`src/rtl/fes_pkg.sv`:
```
package fes_pkg;

    typedef enum logic [3:0] {
        ST_READ,
        ST_U1,
        ST_U2,
        ST_U3,
        ST_U4,
        ST_U5,
        ST_RST1,
        ST_ACCUM,
        ST_PREP,
        ST_ERASE,
        ST_SUSP,
        ST_FAIL
    } st_e;

    typedef enum logic [1:0] {
        CT_DATA,
        CT_ZERO,
        CT_BLANK
    } cont_e;

    typedef struct packed {
        logic unl_a;    // AAh at 555h
        logic unl_b;    // 55h at AAAh
        logic setup;    // 80h at 555h
        logic bulk_go;  // 10h at 555h
        logic conf;     // 30h anywhere
        logic susp;     // B0h at even address
        logic rst_a;    // 90h anywhere
        logic rst_b;    // 00h anywhere
    } cmd_t;

    localparam int DQ_TOGGLE = 6;
    localparam int DQ_FAIL   = 5;
    localparam int DQ_TMO    = 3;

endpackage

```
`src/rtl/fes_cmd_decode.sv`:
```
module fes_cmd_decode
    import fes_pkg::*;
#(
    parameter int ADDR_W = 12
) (
    input  logic [ADDR_W-1:0] addr,
    input  logic [7:0]        wdata,
    output cmd_t              cmd
);
    localparam logic [ADDR_W-1:0] ADR_LO = ADDR_W'(12'h555);
    localparam logic [ADDR_W-1:0] ADR_HI = ADDR_W'(12'hAAA);

    logic at_lo;
    logic at_hi;

    always_comb begin
        at_lo       = (addr == ADR_LO);
        at_hi       = (addr == ADR_HI);
        cmd.unl_a   = (wdata == 8'hAA) && at_lo;
        cmd.unl_b   = (wdata == 8'h55) && at_hi;
        cmd.setup   = (wdata == 8'h80) && at_lo;
        cmd.bulk_go = (wdata == 8'h10) && at_lo;
        cmd.conf    = (wdata == 8'h30);
        cmd.susp    = (wdata == 8'hB0) && !addr[0];
        cmd.rst_a   = (wdata == 8'h90);
        cmd.rst_b   = (wdata == 8'h00);
    end
endmodule

```
`src/rtl/fes_sector_file.sv`:
```
module fes_sector_file
    import fes_pkg::*;
#(
    parameter int               NSEC      = 8,
    parameter int               SEC_W     = $clog2(NSEC),
    parameter logic [NSEC-1:0]  WEAK_MASK = {1'b1, {(NSEC-1){1'b0}}}
) (
    input  logic             clk,
    input  logic             rst_n,
    input  logic             set_en,
    input  logic [SEC_W-1:0] set_idx,
    input  logic             set_all,
    input  logic             clr_all,
    input  logic             prog_en,
    input  logic             erase_en,
    input  logic [SEC_W-1:0] rd_idx,
    output logic             rd_mark,
    output cont_e            rd_cont,
    output logic             weak_hit
);
    typedef struct packed {
        logic  [NSEC-1:0]        marks;
        cont_e [NSEC-1:0]        cont;
    } sfile_t;

    sfile_t sf_d;
    sfile_t sf_q;

    always_comb begin
        sf_d = sf_q;
        if (clr_all) sf_d.marks = '0;
        if (set_all) sf_d.marks = '1;
        if (set_en)  sf_d.marks[set_idx] = 1'b1;
        for (int i = 0; i < NSEC; i++) begin
            if (prog_en && sf_q.marks[i])  sf_d.cont[i] = CT_ZERO;
            if (erase_en && sf_q.marks[i]) sf_d.cont[i] = CT_BLANK;
        end
        if (erase_en) sf_d.marks = '0;
    end

    always_ff @(posedge clk) begin
        if (!rst_n) sf_q <= '0;
        else        sf_q <= sf_d;
    end

    assign rd_mark  = sf_q.marks[rd_idx];
    assign rd_cont  = sf_q.cont[rd_idx];
    assign weak_hit = |(sf_q.marks & WEAK_MASK);

    for (genvar g = 0; g < NSEC; g++) begin : g_sec
        AST_BLANK_AFTER_ZERO: assert property (@(posedge clk) disable iff (!rst_n)
            (sf_q.cont[g] == CT_BLANK && $past(sf_q.cont[g]) != CT_BLANK)
            |-> $past(sf_q.cont[g]) == CT_ZERO);
    end
endmodule

```
`src/rtl/fes_read_mux.sv`:
```
module fes_read_mux
    import fes_pkg::*;
#(
    parameter int SEC_W = 3
) (
    input  st_e              st,
    input  logic             mark,
    input  cont_e            cont,
    input  logic [SEC_W-1:0] sec,
    input  logic             tog,
    output logic [7:0]       data,
    output logic             tog_adv
);
    logic       show_stat;
    logic [7:0] stat_b;
    logic [7:0] arr_b;

    always_comb begin
        show_stat = (st inside {ST_ACCUM, ST_PREP, ST_ERASE, ST_FAIL})
                    || (st == ST_SUSP && mark);
        tog_adv   = show_stat && (st != ST_SUSP);
        stat_b            = '0;
        stat_b[DQ_TOGGLE] = tog;
        stat_b[DQ_FAIL]   = (st == ST_FAIL);
        stat_b[DQ_TMO]    = (st != ST_ACCUM);
        case (cont)
            CT_ZERO:  arr_b = 8'h00;
            CT_BLANK: arr_b = 8'hFF;
            default:  arr_b = 8'hA0 | 8'(sec);
        endcase
        data = show_stat ? stat_b : arr_b;
    end
endmodule

```
`src/rtl/flash_erase_seq.sv`:
```
module flash_erase_seq
    import fes_pkg::*;
#(
    parameter int              ADDR_W     = 12,
    parameter int              NSEC       = 8,
    parameter int              TMO_CYC    = 40,
    parameter int              PREP_CYC   = 16,
    parameter int              PULSE_CYC  = 24,
    parameter int              MAX_PULSES = 3,
    parameter logic [NSEC-1:0] WEAK_MASK  = {1'b1, {(NSEC-1){1'b0}}}
) (
    input  logic              clk,
    input  logic              rst_n,
    input  logic [ADDR_W-1:0] addr,
    input  logic [7:0]        wdata,
    input  logic              wr_en,
    input  logic              sel,
    input  logic              rd_en,
    output logic [7:0]        rd_data
);
    localparam int SEC_W = $clog2(NSEC);
    localparam int CMAX0 = (TMO_CYC > PREP_CYC) ? TMO_CYC : PREP_CYC;
    localparam int CMAX  = (CMAX0 > PULSE_CYC) ? CMAX0 : PULSE_CYC;
    localparam int CNT_W = $clog2(CMAX + 1);
    localparam int PUL_W = $clog2(MAX_PULSES + 1);

    typedef struct packed {
        st_e              st;
        st_e              res;
        logic             bulk;
        logic             rst_pend;
        logic [CNT_W-1:0] cnt;
        logic [PUL_W-1:0] pul;
        logic             tog;
        logic [7:0]       rdata;
    } core_t;

    core_t c_d;
    core_t c_q;

    cmd_t             cmd;
    logic [SEC_W-1:0] sec;
    logic             set_en, set_all, clr_all, prog_en, erase_en;
    logic             rd_mark, weak_hit, tog_adv;
    cont_e            rd_cont;
    logic [7:0]       mux_data;
    logic             w;
    logic             take;

    assign sec = addr[ADDR_W-1 -: SEC_W];
    assign w   = wr_en && sel;

    fes_cmd_decode #(.ADDR_W(ADDR_W)) u_dec (
        .addr  (addr),
        .wdata (wdata),
        .cmd   (cmd)
    );

    fes_sector_file #(.NSEC(NSEC), .SEC_W(SEC_W), .WEAK_MASK(WEAK_MASK)) u_sf (
        .clk      (clk),
        .rst_n    (rst_n),
        .set_en   (set_en),
        .set_idx  (sec),
        .set_all  (set_all),
        .clr_all  (clr_all),
        .prog_en  (prog_en),
        .erase_en (erase_en),
        .rd_idx   (sec),
        .rd_mark  (rd_mark),
        .rd_cont  (rd_cont),
        .weak_hit (weak_hit)
    );

    fes_read_mux #(.SEC_W(SEC_W)) u_rm (
        .st      (c_q.st),
        .mark    (rd_mark),
        .cont    (rd_cont),
        .sec     (sec),
        .tog     (c_q.tog),
        .data    (mux_data),
        .tog_adv (tog_adv)
    );

    always_comb begin
        c_d      = c_q;
        set_en   = 1'b0;
        set_all  = 1'b0;
        clr_all  = 1'b0;
        prog_en  = 1'b0;
        erase_en = 1'b0;
        take     = 1'b0;

        case (c_q.st)
            ST_READ: if (w) begin
                if (cmd.unl_a)      c_d.st = ST_U1;
                else if (cmd.rst_a) c_d.st = ST_RST1;
            end
            ST_U1: if (w) c_d.st = cmd.unl_b ? ST_U2 : ST_READ;
            ST_U2: if (w) c_d.st = cmd.setup ? ST_U3 : ST_READ;
            ST_U3: if (w) c_d.st = cmd.unl_a ? ST_U4 : ST_READ;
            ST_U4: if (w) c_d.st = cmd.unl_b ? ST_U5 : ST_READ;
            ST_U5: if (w) begin
                c_d.cnt = '0;
                c_d.pul = '0;
                if (cmd.bulk_go) begin
                    set_all  = 1'b1;
                    c_d.bulk = 1'b1;
                    c_d.st   = ST_PREP;
                end else if (cmd.conf) begin
                    set_en   = 1'b1;
                    c_d.bulk = 1'b0;
                    c_d.st   = ST_ACCUM;
                end else begin
                    c_d.st   = ST_READ;
                end
            end
            ST_RST1: if (w) c_d.st = ST_READ;
            ST_ACCUM: begin
                if (c_q.cnt == CNT_W'(TMO_CYC - 1)) begin
                    c_d.st  = ST_PREP;
                    c_d.cnt = '0;
                end else begin
                    c_d.cnt = c_q.cnt + 1'b1;
                end
                if (w) begin
                    if (cmd.conf) begin
                        set_en  = 1'b1;
                        c_d.st  = ST_ACCUM;
                        c_d.cnt = '0;
                    end else if (cmd.susp) begin
                        c_d.st  = ST_SUSP;
                        c_d.res = ST_PREP;
                        c_d.cnt = '0;
                    end else begin
                        clr_all = 1'b1;
                        c_d.st  = ST_READ;
                        c_d.cnt = '0;
                    end
                end
            end
            ST_PREP, ST_ERASE: begin
                if (w && !c_q.bulk) begin
                    if (cmd.susp) begin
                        take    = 1'b1;
                        c_d.st  = ST_SUSP;
                        c_d.res = c_q.st;
                        c_d.rst_pend = 1'b0;
                    end else if (cmd.rst_b && c_q.rst_pend) begin
                        take    = 1'b1;
                        clr_all = 1'b1;
                        c_d.st  = ST_READ;
                        c_d.rst_pend = 1'b0;
                    end else begin
                        c_d.rst_pend = cmd.rst_a;
                    end
                end
                if (!take) begin
                    if (c_q.st == ST_PREP) begin
                        if (c_q.cnt == CNT_W'(PREP_CYC - 1)) begin
                            prog_en = 1'b1;
                            c_d.st  = ST_ERASE;
                            c_d.cnt = '0;
                            c_d.pul = '0;
                        end else begin
                            c_d.cnt = c_q.cnt + 1'b1;
                        end
                    end else if (c_q.cnt == CNT_W'(PULSE_CYC - 1)) begin
                        c_d.cnt = '0;
                        if (!weak_hit) begin
                            erase_en = 1'b1;
                            c_d.st   = ST_READ;
                            c_d.bulk = 1'b0;
                            c_d.rst_pend = 1'b0;
                        end else if (c_q.pul == PUL_W'(MAX_PULSES - 1)) begin
                            c_d.st = ST_FAIL;
                            c_d.rst_pend = 1'b0;
                        end else begin
                            c_d.pul = c_q.pul + 1'b1;
                        end
                    end else begin
                        c_d.cnt = c_q.cnt + 1'b1;
                    end
                end
            end
            ST_SUSP: if (w) begin
                if (cmd.conf) begin
                    c_d.st = c_q.res;
                    c_d.rst_pend = 1'b0;
                end else if (cmd.rst_b && c_q.rst_pend) begin
                    clr_all = 1'b1;
                    c_d.st  = ST_READ;
                    c_d.rst_pend = 1'b0;
                end else begin
                    c_d.rst_pend = cmd.rst_a;
                end
            end
            ST_FAIL: if (w) begin
                if (cmd.rst_b && c_q.rst_pend) begin
                    clr_all  = 1'b1;
                    c_d.st   = ST_READ;
                    c_d.bulk = 1'b0;
                    c_d.rst_pend = 1'b0;
                end else begin
                    c_d.rst_pend = cmd.rst_a;
                end
            end
            default: c_d.st = ST_READ;
        endcase

        if (rd_en) begin
            c_d.rdata = mux_data;
            if (tog_adv) c_d.tog = ~c_q.tog;
        end
    end

    always_ff @(posedge clk) begin
        if (!rst_n) c_q <= '0;
        else        c_q <= c_d;
    end

    assign rd_data = c_q.rdata;

    AST_PULSE_BOUND: assert property (@(posedge clk) disable iff (!rst_n)
        c_q.pul < PUL_W'(MAX_PULSES));
    AST_TMO_BOUND: assert property (@(posedge clk) disable iff (!rst_n)
        (c_q.st == ST_ACCUM) |-> (c_q.cnt < CNT_W'(TMO_CYC)));
    AST_BULK_NO_SUSP: assert property (@(posedge clk) disable iff (!rst_n)
        ((c_q.st inside {ST_PREP, ST_ERASE}) && c_q.bulk) |=> (c_q.st != ST_SUSP));
    AST_TOG_ADV: assert property (@(posedge clk) disable iff (!rst_n)
        (rd_en && (c_q.st inside {ST_PREP, ST_ERASE})) |=> (c_q.tog != $past(c_q.tog)));
    AST_FAIL_STICKY: assert property (@(posedge clk) disable iff (!rst_n)
        (c_q.st == ST_FAIL && !wr_en) |=> (c_q.st == ST_FAIL));
    AST_SUSP_FREEZE: assert property (@(posedge clk) disable iff (!rst_n)
        (c_q.st == ST_SUSP) |=> $stable(c_q.cnt));
endmodule

```
`config.mk`:
```
export PLATFORM = sky130hd
export DESIGN_NAME = flash_erase_seq
export DESIGN_NICKNAME = d
export VERILOG_FILES = /design/src/rtl/fes_pkg.sv /design/src/rtl/fes_cmd_decode.sv /design/src/rtl/fes_sector_file.sv /design/src/rtl/fes_read_mux.sv /design/src/rtl/flash_erase_seq.sv
export SDC_FILE = /design/constraint.sdc
export NUM_CORES = 1
export LEC_CHECK = 0
export ABC_AREA = 1
export CAP_MARGIN = 30
export CORE_AREA = 2 2 113 115
export DETAILED_ROUTE_END_ITERATION = 8
export DIE_AREA = 0 0 115 117
export DONT_BUFFER_PORTS = 1
export SKIP_CTS_REPAIR_TIMING = 1
export SLEW_MARGIN = 10
export SYNTH_ARGS = -nofsm -noshare
export SYNTH_HDL_FRONTEND = slang
export SYNTH_SLANG_ARGS = --single-unit
```
`constraint.sdc`:
```
create_clock -name clk -period 4.1 [get_ports clk]
set_clock_uncertainty 0.2 [all_clocks]
set_input_delay 0.615 -clock clk [delete_from_list [all_inputs] [get_ports clk]]
set_output_delay 0.615 -clock clk [all_outputs]
set_load 0.01 [all_outputs]
```
==> results of run 1 <==
layout make-up:
class	count	share of cell area, %
inverters	96	9.40
clock buffers	5	3.26
repair buffers	1	0.196
multi-input cells	407	54.9
flip-flops and latches	51	26.6
well taps	150	4.90
clock inverters	3	0.718
stage by stage:
step | hold WS [ns] | std cells
after floorplan | 0.216 | 570
after global placement | 0.226 | 705
after detailed placement | 0.229 | 705
after CTS | 0.234 | 713
after global routing | 0.234 | 713
final | 0.236 | 713
critical path, delay by kind of cell, from the launching register on:
| family | cells | cell delay [ns] |
|---|---|---|
| buf+inv | 1 | 0.08 |
| simple gates | 6 | 1.26 |
| fa+ha+maj | 1 | 0.24 |
| compound gates | 1 | 0.05 |
| flops | 1 | 0.38 |
cell usage after synthesis, types with 3 or more instances:
cell       instances  share of area [%]
o211a_1            5                1.4
nor2_2             9                1.6
clkbuf_1           4               0.42
nor3_1             5               0.70
a221oi_1           4               0.97
nor2_1            72                7.5
nand3_2            4                1.1
inv_1             83                8.7
a21oi_2            8                1.9
buf_4              9                1.9
dfxtp_1           51                 28
a21oi_1           37                5.1
o2bb2ai_1          3               0.73
nand2_1          128                 13
nand4_1           14                2.4
nand2_2            7                1.2
inv_2             12                1.3
ha_1               5                1.7
nor2_4            10                3.1
o21ai_1            9                1.3
a31oi_1            3               0.52
o21ai_0           29                4.0
nand3_1           34                4.7
power breakdown:
| group | switching (W) | internal [W] |
|---|---|---|
| logic | 0.0000365 | 0.0000143 |
| clock network | 0.000200 | 0.000232 |
| registers | 0.00000348 | 0.000498 |
| total | 0.000240 | 0.000744 |
sequential cells by signal, summed over array words and instances, names as in the netlist:
signal / flops
u_sf.sf_q: 23
c_q: 19
rd_data: 8
u_sf.weak_hit: 1
layer usage:
layer | wire [um] | part of all wire, % | vias to the layer above | track usage [%]
met5 | 0 | 0 | - | 0
met4 | 244 | 2.4 | 0 | 5.14
met3 | 428 | 4.2 | 22 | 3.04
met2 | 5110 | 50 | 80 | 28.5
met1 | 4360 | 43 | 1610 | 18.9
li1 | - | - | 1817 | -
logic make-up (layout without fill, tap and decap cells):
logic type | count (synthesis) | count (layout)
compound gates | 108 | 108
fa+ha+maj | 5 | 5
xor+xnor | 2 | 2
simple gates | 292 | 292
buf+inv | 112 | 105
flops | 51 | 51
how the worst max path moves through the flow:
stage	startpoint	to	slack, ns	cells past startpoint
6_report	c_q[11]$_SDFFE_PN0P_	u_sf.sf_q[18]$_SDFF_PP0_	1.74	9
5_1_grt	c_q[11]$_SDFFE_PN0P_	u_sf.sf_q[20]$_SDFF_PP0_	1.52	9
2_1_floorplan	addr[10]	rd_data[0]$_SDFFE_PN0P_	1.73	11
3_3_place_gp	addr[10]	rd_data[1]$_SDFFE_PN0P_	1.57	11
4_1_cts	c_q[11]$_SDFFE_PN0P_	u_sf.sf_q[18]$_SDFF_PP0_	1.74	9
3_5_place_dp	addr[10]	rd_data[0]$_SDFFE_PN0P_	1.48	11
==> results.yml, run 1 <==
route:
  totalWireLength_um: 10100
  wl_per_cell_um: 14.2
  detail_route.first_pass.iterations: 6
  viasPerCell: 4.95
  drtIter0Drc: 318
  vias: 3529
  drc_errors: 0
  antenna_left: 0
worst_hold_path:
  worstHoldPathCells: 2
  min_from: "c_q[21]$_SDFFE_PN0P_"
  hold_path_end: "c_q[21]$_SDFFE_PN0P_"
  hold_class: "reg -> reg"
layout:
  fin_area_um2: 3830
  final_util_pct: 31.1
  area_growth_pct: 6.61
  seq_area_um2: 1020
  multiInputGateArea_um2: 2100
  nets: 592
  layout_common_cells: "nand2_1 (128), inv_1 (83), nor2_1 (72)"
  layout_commonest_cell: "nand2_1"
  fill_cells: 1318
  diodes: 0
  drive_gt1_share_pct: 11.5
sta:
  fin_setup_tns_ns: 0
  finalHoldViolCount: 0
  period_minus_slack_ns: 2.36
  relSlewSlack_pct: 68.4
  rsz0062_at_grt: "false"
  setup_viol: 0
  min_period_over_period_pct: 57.6
  setup_ws_ns: 1.74
  fmaxAchievable_ghz: 0.423
  drv_slew: 0
  max_slew.worst_pin.slew_ns: 0.473
clocking:
  root_buffer: "clkbuf_16"
  cts_tree: "yes"
  cts_num_sinks: 51
  clockBufferDepth: 2
  insertion_delay_ns: 0.29
  cts_buffers: 5
  cts.htree.levels: 2
  clk_pin_slew_ns: 0.07
critical_path:
  cpMaxStageDelayCell: "or2_1"
  arrival_ns: 2.33
  crit_path_frequent_cell: "nand2_1"
  timing.rr.start: "c_q[11]$_SDFFE_PN0P_"
  critPathKind: "reg -> reg"
  r2r_slack_ns: 1.74
  cp-start-kind: "register"
  critPathMaxStageDelay_ns: 0.46
  crit_fanout: 8
  endpoint_kind: "register"
  reg2reg_depth: 9
  crit_required_ns: 4.06
  timing.rr.end: "u_sf.sf_q[18]$_SDFF_PP0_"
  crit_chain: "ha_1, nand2_1, nor2_2, nand2_1, clkinv_1, nand2_1, nor3_4, or2_1, a21oi_2"
die:
  dieArea_um2: 13500
  io_pins: 33
  row_count: 41
  initial_core_util_pct: 29.2
  die_y_um: 117
  coreArea_um2: 12300
  fp.dieW_um: 115
placement:
  gp_congestion: 0.888
  detailedPlace.worstSlack_ns: 1.48
  dp_hpwl_um: 7970
  portBuffers: 0
  placed_cell_area_um2: 3680
yosys:
  synthCells: 570
  synth_top_family_by_area: "simple AND/OR/NAND/NOR gates"
  syn_area_um2: 3600
  synth_seq_cells: 51
  synth_simple_gate_area_share_pct: 38.0
  yosys_warnings: 0
  synth_area_per_cell_um2: 6.31
  yosysUniqueCellTypes: 41
  synth_fa_ha_area_share_pct: 1.74
  synth_compound_area_share_pct: 18.3
  ys_async_sr_fraction_pct: 0
  syn-num-nets: 600
  seq_area_frac_synth_pct: 28.4
  synth-main-ff-cell: "dfxtp_1"
  synth_xor_area_share_pct: 0.487
  synth_mux_area_share_pct: 0
  synth_edf_count: 0
global_route:
  antenna_found_initial: 0
  grt_pass1_vias: 3490
  grt_usage_pct: 15.8
  grt-ovfl-total: 0
  grt_start_max_net_pins: 30
  grt_first_pass_wirelength_um: 16800
flow_run:
  max_cap_violations: 0
pwr:
  p_leak_nw: 1.54
  p_total_w: 0.000984
  p_per_area_nw_per_um2: 257
  peakVddDrop_uv: 156
status:
  status: "completed"
Note: power is estimated with default switching activity, not from simulation.
==> run 2, diff against run 1 <==
==> constraint.sdc (replaced) <==
create_clock -name clk -period 2.4 [get_ports clk]
set_clock_uncertainty 0.2 [all_clocks]
set_input_delay 0.36 -clock clk [delete_from_list [all_inputs] [get_ports clk]]
set_output_delay 0.36 -clock clk [all_outputs]
set_load 0.01 [all_outputs]
==> run 2 against run 1 <==
  * The run now ends with hold timing left
  * Register-to-register slack got worse by 1.5 ns
  * Hold slack got worse by 0.25 ns
  * Global-route usage increased by 0.25 points
  * Sequential power rose by 71%
  * Via count rose by 1.4%
  * Worst setup slack got worse by 1.5 ns
  * Clock-buffer cell count up 1
  * Die area did not move
  * Sequential share of layout area decreased by 0.92 points
  * Core utilization grew 1.1 points
  * Power up 84%
  * Critical path type unchanged
  * Critical endpoint is now u_sf.sf_q[6]$_SDFFE_PP0P_
  * Largest power group unchanged
  * Highest routed layer unchanged
==> results.yml, run 2 (synthesized netlist as in run 1, its figures left out) <==
status:
  status: "finished, violations left"
  violations: "hold timing"
critical_path:
  cpMaxStageDelayCell: "dfxtp_1"
  cp.depth: 10
  timing.rr.end: "u_sf.sf_q[6]$_SDFFE_PP0P_"
  path_delay_family: "simple AND/OR/NAND/NOR gates"
  reg2reg_depth: 10
  crit_path_frequent_cell: "nand2_1"
  critPathMaxStageDelay_ns: 0.38
  crit_fanout: 6
  timing.rr.start: "c_q[11]$_SDFFE_PN0P_"
  r2r_slack_ns: 0.28
  cp-start-kind: "register"
  critPathBufInv: 2
  critPathKind: "reg -> reg"
  endpoint_kind: "register"
  crit_required_ns: 2.38
  arrival_ns: 2.11
  endpoint: "u_sf.sf_q[6]$_SDFFE_PP0P_"
  crit_chain: "ha_1, nand2_1, nor2_2, nand2_1, clkinv_1, nand2_1, nor3_4, buf_4, nand2_1, and3_1"
  crit_start: "c_q[11]$_SDFFE_PN0P_"
sta:
  setup_viol: 0
  holdWs_ns: -0.0102
  drv_slew: 0
  min_period_over_period_pct: 88.4
  rsz0062_at_grt: "false"
  fmaxAchievable_ghz: 0.471
  period_minus_slack_ns: 2.12
  finalHoldViolCount: 1
  fin_setup_tns_ns: 0
  max_slew.worst_pin.slew_ns: 0.511
  relSlewSlack_pct: 65.9
layout:
  fin_area_um2: 3970
  diodes: 0
  layout_common_cells: "nand2_1 (128), inv_1 (83), nor2_1 (72)"
  regMostFlops: "u_sf.sf_q"
  drive_gt1_share_pct: 13.4
  area_growth_pct: 10.4
  layout_commonest_cell: "nand2_1"
  largest_reg_flops: 23
  nets: 605
worst_hold_path:
  hold_class: "in -> reg"
placement:
  portBuffers: 0
  gp_congestion: 0.917
  dp_hpwl_um: 8270
  placed_cell_area_um2: 3780
die:
  die_y_um: 117
  row_count: 41
  io_pins: 33
  coreArea_um2: 12300
  fp.dieW_um: 115
  dieArea_um2: 13500
  initial_core_util_pct: 29.2
clocking:
  cts.htree.levels: 2
  cts_num_sinks: 51
  cts_tree: "yes"
  clk_pin_slew_ns: 0.07
  insertion_delay_ns: 0.29
  clockBufferDepth: 2
  cts_buffers: 5
  root_buffer: "clkbuf_16"
route:
  antenna_left: 0
  viasPerCell: 4.93
  vias: 3577
  drc_errors: 0
  detail_route.first_pass.iterations: 5
  totalWireLength_um: 10300
  drtIter0Drc: 212
  wl_per_cell_um: 14.1
global_route:
  grt-ovfl-total: 0
  antenna_found_initial: 0
  grt_first_pass_wirelength_um: 17100
  grt_usage_pct: 16.0
  grt_pass1_vias: 3574
  grt_start_max_net_pins: 17
pwr:
  peakVddDrop_uv: 276
  p_per_area_nw_per_um2: 455
  p_leak_nw: 1.63
flow_run:
  max_cap_violations: 0
==> run 2: cell types whose count changed in the layout (fill, tap and decap cells not counted) <==
cell	delta
buf_12	+1
buf_4	+11
bufinv_16	+1
clkinvlp_4	-1
dlygate4sd3_1	+1
clkbuf_8	+1
inv_6	+1
inv_8	-1
clkinv_4	-1
==> run 2: where the power goes <==
part	switching, W	leakage (nW)	internal, W
clock network	0.000330	0.0875	0.000525
logic	0.0000649	1.13	0.0000326
registers	0.00000597	0.412	0.000851
total	0.000401	1.63	0.00141
==> run 2: how the worst min path moves through the flow <==
stage	slack, ns	depth (start not counted)	end	startpoint
after floorplan	0.22	2	c_q[20]$_SDFFE_PN0P_	c_q[20]$_SDFFE_PN0P_
after global placement	0.23	2	c_q[21]$_SDFFE_PN0P_	c_q[21]$_SDFFE_PN0P_
after detailed placement	0.23	2	c_q[20]$_SDFFE_PN0P_	c_q[20]$_SDFFE_PN0P_
after CTS	-0.02	2	c_q[18]$_SDFFE_PN0P_	rst_n
after global routing	0.0008	1	u_sf.sf_q[12]$_SDFFE_PP0P_	rst_n
final	-0.01	2	c_q[11]$_SDFFE_PN0P_	rst_n
==> run 2: routing by layer <==
layer / wire (um) / track usage (%)
met5: 0 / 0
met4: 229 / 5.30
met3: 480 / 2.16
met2: 5080 / 28.9
met1: 4480 / 19.7
==> run 2: cell type report <==
class                           instances  area, um^2
Multi-Input combinational cell        407        2100
Fill cell                            1329        8340
Clock inverter                          2        38.8
Timing Repair Buffer                   14         120
Clock buffer                            6         139
Sequential cell                        51        1020
Tap cell                              150         188
Inverter                               96         360
==> run 2: worst register-to-register path, cell delays in order, from the launching register on <==
cell and delay [ns]:
dfxtp_1 0.38, ha_1 0.23, nand2_1 0.09, nor2_2 0.14
nand2_1 0.09, clkinv_1 0.07, nand2_1 0.13, nor3_4 0.25
buf_4 0.19, nand2_1 0.07, and3_1 0.18
==> run 2: through the flow <==
step	hold WS, ns	std cells	util (%)	total power, W	setup WS (ns)
global route	0.000806	726	32.3	0.00187	0.125
detailed placement	0.227	717	30.7	0.000972	0.102
floorplan	0.216	570	-	0.000953	0.283
CTS	-0.0160	725	32.2	0.00182	0.300
global placement	0.225	717	30.7	0.000971	0.130
finish	-0.0102	726	32.3	0.00181	0.277
==> run 3, diff against run 2 <==
--- a/config.mk
+++ b/config.mk
@@ -11,6 +11,7 @@
 export DETAILED_ROUTE_END_ITERATION = 8
 export DIE_AREA = 0 0 115 117
 export DONT_BUFFER_PORTS = 1
+export MAX_ROUTING_LAYER = met4
 export SKIP_CTS_REPAIR_TIMING = 1
 export SLEW_MARGIN = 10
 export SYNTH_ARGS = -nofsm -noshare
==> run 3 against run 2 <==
  * The flow still finishes with violations (hold timing)
  * Clock-buffer cell count is 1 lower
  * Non-clock buffer count is 1 lower
  * Clock power is 12% lower
  * Worst setup slack better by 0.0032 ns
  * Combinational power is 0.5% lower
  * Sequential power hardly changed
  * Critical path type unchanged
  * Largest cell class unchanged
==> results.yml, run 3 (synthesized netlist as in run 1, its figures left out) <==
critical_path:
  crit_start: "c_q[11]$_SDFFE_PN0P_"
  endpoint_kind: "register"
  critPathKind: "reg -> reg"
  timing.rr.start: "c_q[11]$_SDFFE_PN0P_"
  critPathBufInv: 2
  crit_chain: "ha_1, nand2_1, nor2_2, nand2_1, clkinv_1, nand2_1, nor3_4, buf_4, nand2_1, and3_1"
  crit_path_frequent_cell: "nand2_1"
  arrival_ns: 2.11
  critPathMaxStageDelay_ns: 0.38
  cpMaxStageDelayCell: "dfxtp_1"
  crit_fanout: 6
  path_delay_family: "simple AND/OR/NAND/NOR gates"
  crit_required_ns: 2.39
  r2r_slack_ns: 0.28
  cp-start-kind: "register"
placement:
  portBuffers: 0
  dp_hpwl_um: 8230
  placed_cell_area_um2: 3770
  gp_congestion: 0.907
layout:
  fin_area_um2: 3940
  area_growth_pct: 9.60
  diodes: 0
  nets: 604
  drive_gt1_share_pct: 13.0
  regMostFlops: "u_sf.sf_q"
  layout_commonest_cell: "nand2_1"
  largest_reg_flops: 23
  layout_common_cells: "nand2_1 (128), inv_1 (83), nor2_1 (72)"
route:
  totalWireLength_um: 10300
  drtIter0Drc: 252
  antenna_left: 0
  viasPerCell: 4.95
  detail_route.first_pass.iterations: 5
  vias: 3587
  drc_errors: 0
  wl_per_cell_um: 14.2
global_route:
  grt_start_max_net_pins: 30
  grt_usage_pct: 16.3
  grt_pass1_vias: 3453
  antenna_found_initial: 0
  grt.busiest_layer: "met2"
  grtUsageMet2_pct: 28.0
  grt_use_met1_pct: 19.7
  grt-ovfl-total: 0
  grt_first_pass_wirelength_um: 16700
  grt_use_met3_pct: 2.21
sta:
  fin_setup_tns_ns: 0
  min_period_over_period_pct: 88.3
  period_minus_slack_ns: 2.12
  max_slew.worst_pin.slew_ns: 0.459
  finalHoldViolCount: 3
  fmaxAchievable_ghz: 0.472
  rsz0062_at_grt: "false"
  setup_viol: 0
  drv_slew: 0
  relSlewSlack_pct: 69.1
  holdWs_ns: -0.0196
worst_hold_path:
  min_from: "rst_n"
  hold_class: "in -> reg"
pwr:
  peakVddDrop_uv: 319
  p_leak_nw: 1.60
  p_per_area_nw_per_um2: 433
  p_total_w: 0.00171
status:
  violations: "hold timing"
  status: "finished, violations left"
clocking:
  cts.htree.levels: 2
  cts_buffers: 5
  cts_tree: "yes"
  root_buffer: "clkbuf_16"
  insertion_delay_ns: 0.30
  clk_pin_slew_ns: 0.08
  clockBufferDepth: 2
  cts_num_sinks: 51
die:
  coreArea_um2: 12300
  die_y_um: 117
  dieArea_um2: 13500
  fp.dieW_um: 115
  initial_core_util_pct: 29.2
  io_pins: 33
  row_count: 41
flow_run:
  max_cap_violations: 0
[run 3: layout make-up]
cell class	count	area (um^2)
multi-input combinational	407	2100
clock buffer	5	125
sequential	51	1020
timing repair buffer	13	115
clock inverter	3	27.5
inverter	96	360
tap	150	188
fill	1353	8370
[run 3: power breakdown]
part           internal (W)  switching (W)   total, W
Combinational     0.0000329      0.0000642  0.0000970
Sequential         0.000851     0.00000607   0.000857
Clock              0.000397       0.000355   0.000752
[run 3: per-stage QoR]
stage / worst slack, ns / util, % / hold WS, ns / instances
floorplan: 0.283 / - / 0.216 / 570
global placement: 0.0584 / 30.6 / 0.225 / 715
detailed placement: 0.0768 / 30.6 / 0.229 / 715
CTS: 0.287 / 31.8 / -0.0226 / 723
global route: 0.139 / 32.0 / 0.0000664 / 725
finish: 0.281 / 32.0 / -0.0196 / 725
[run 3: final timing paths]
check	cells after the start	end
worst max-delay path	10	u_sf.sf_q[6]$_SDFFE_PP0P_
worst max register to register	10	u_sf.sf_q[6]$_SDFFE_PP0P_
worst min-delay path	2	c_q[11]$_SDFFE_PN0P_
worst min register to register	2	c_q[21]$_SDFFE_PN0P_
[run 3: layer usage]
metal / part of all wire (%) / vias up
met5: 0 / -
met4: 2.9 / 0
met3: 3.7 / 17
met2: 48 / 73
met1: 45 / 1659
li1: - / 1838
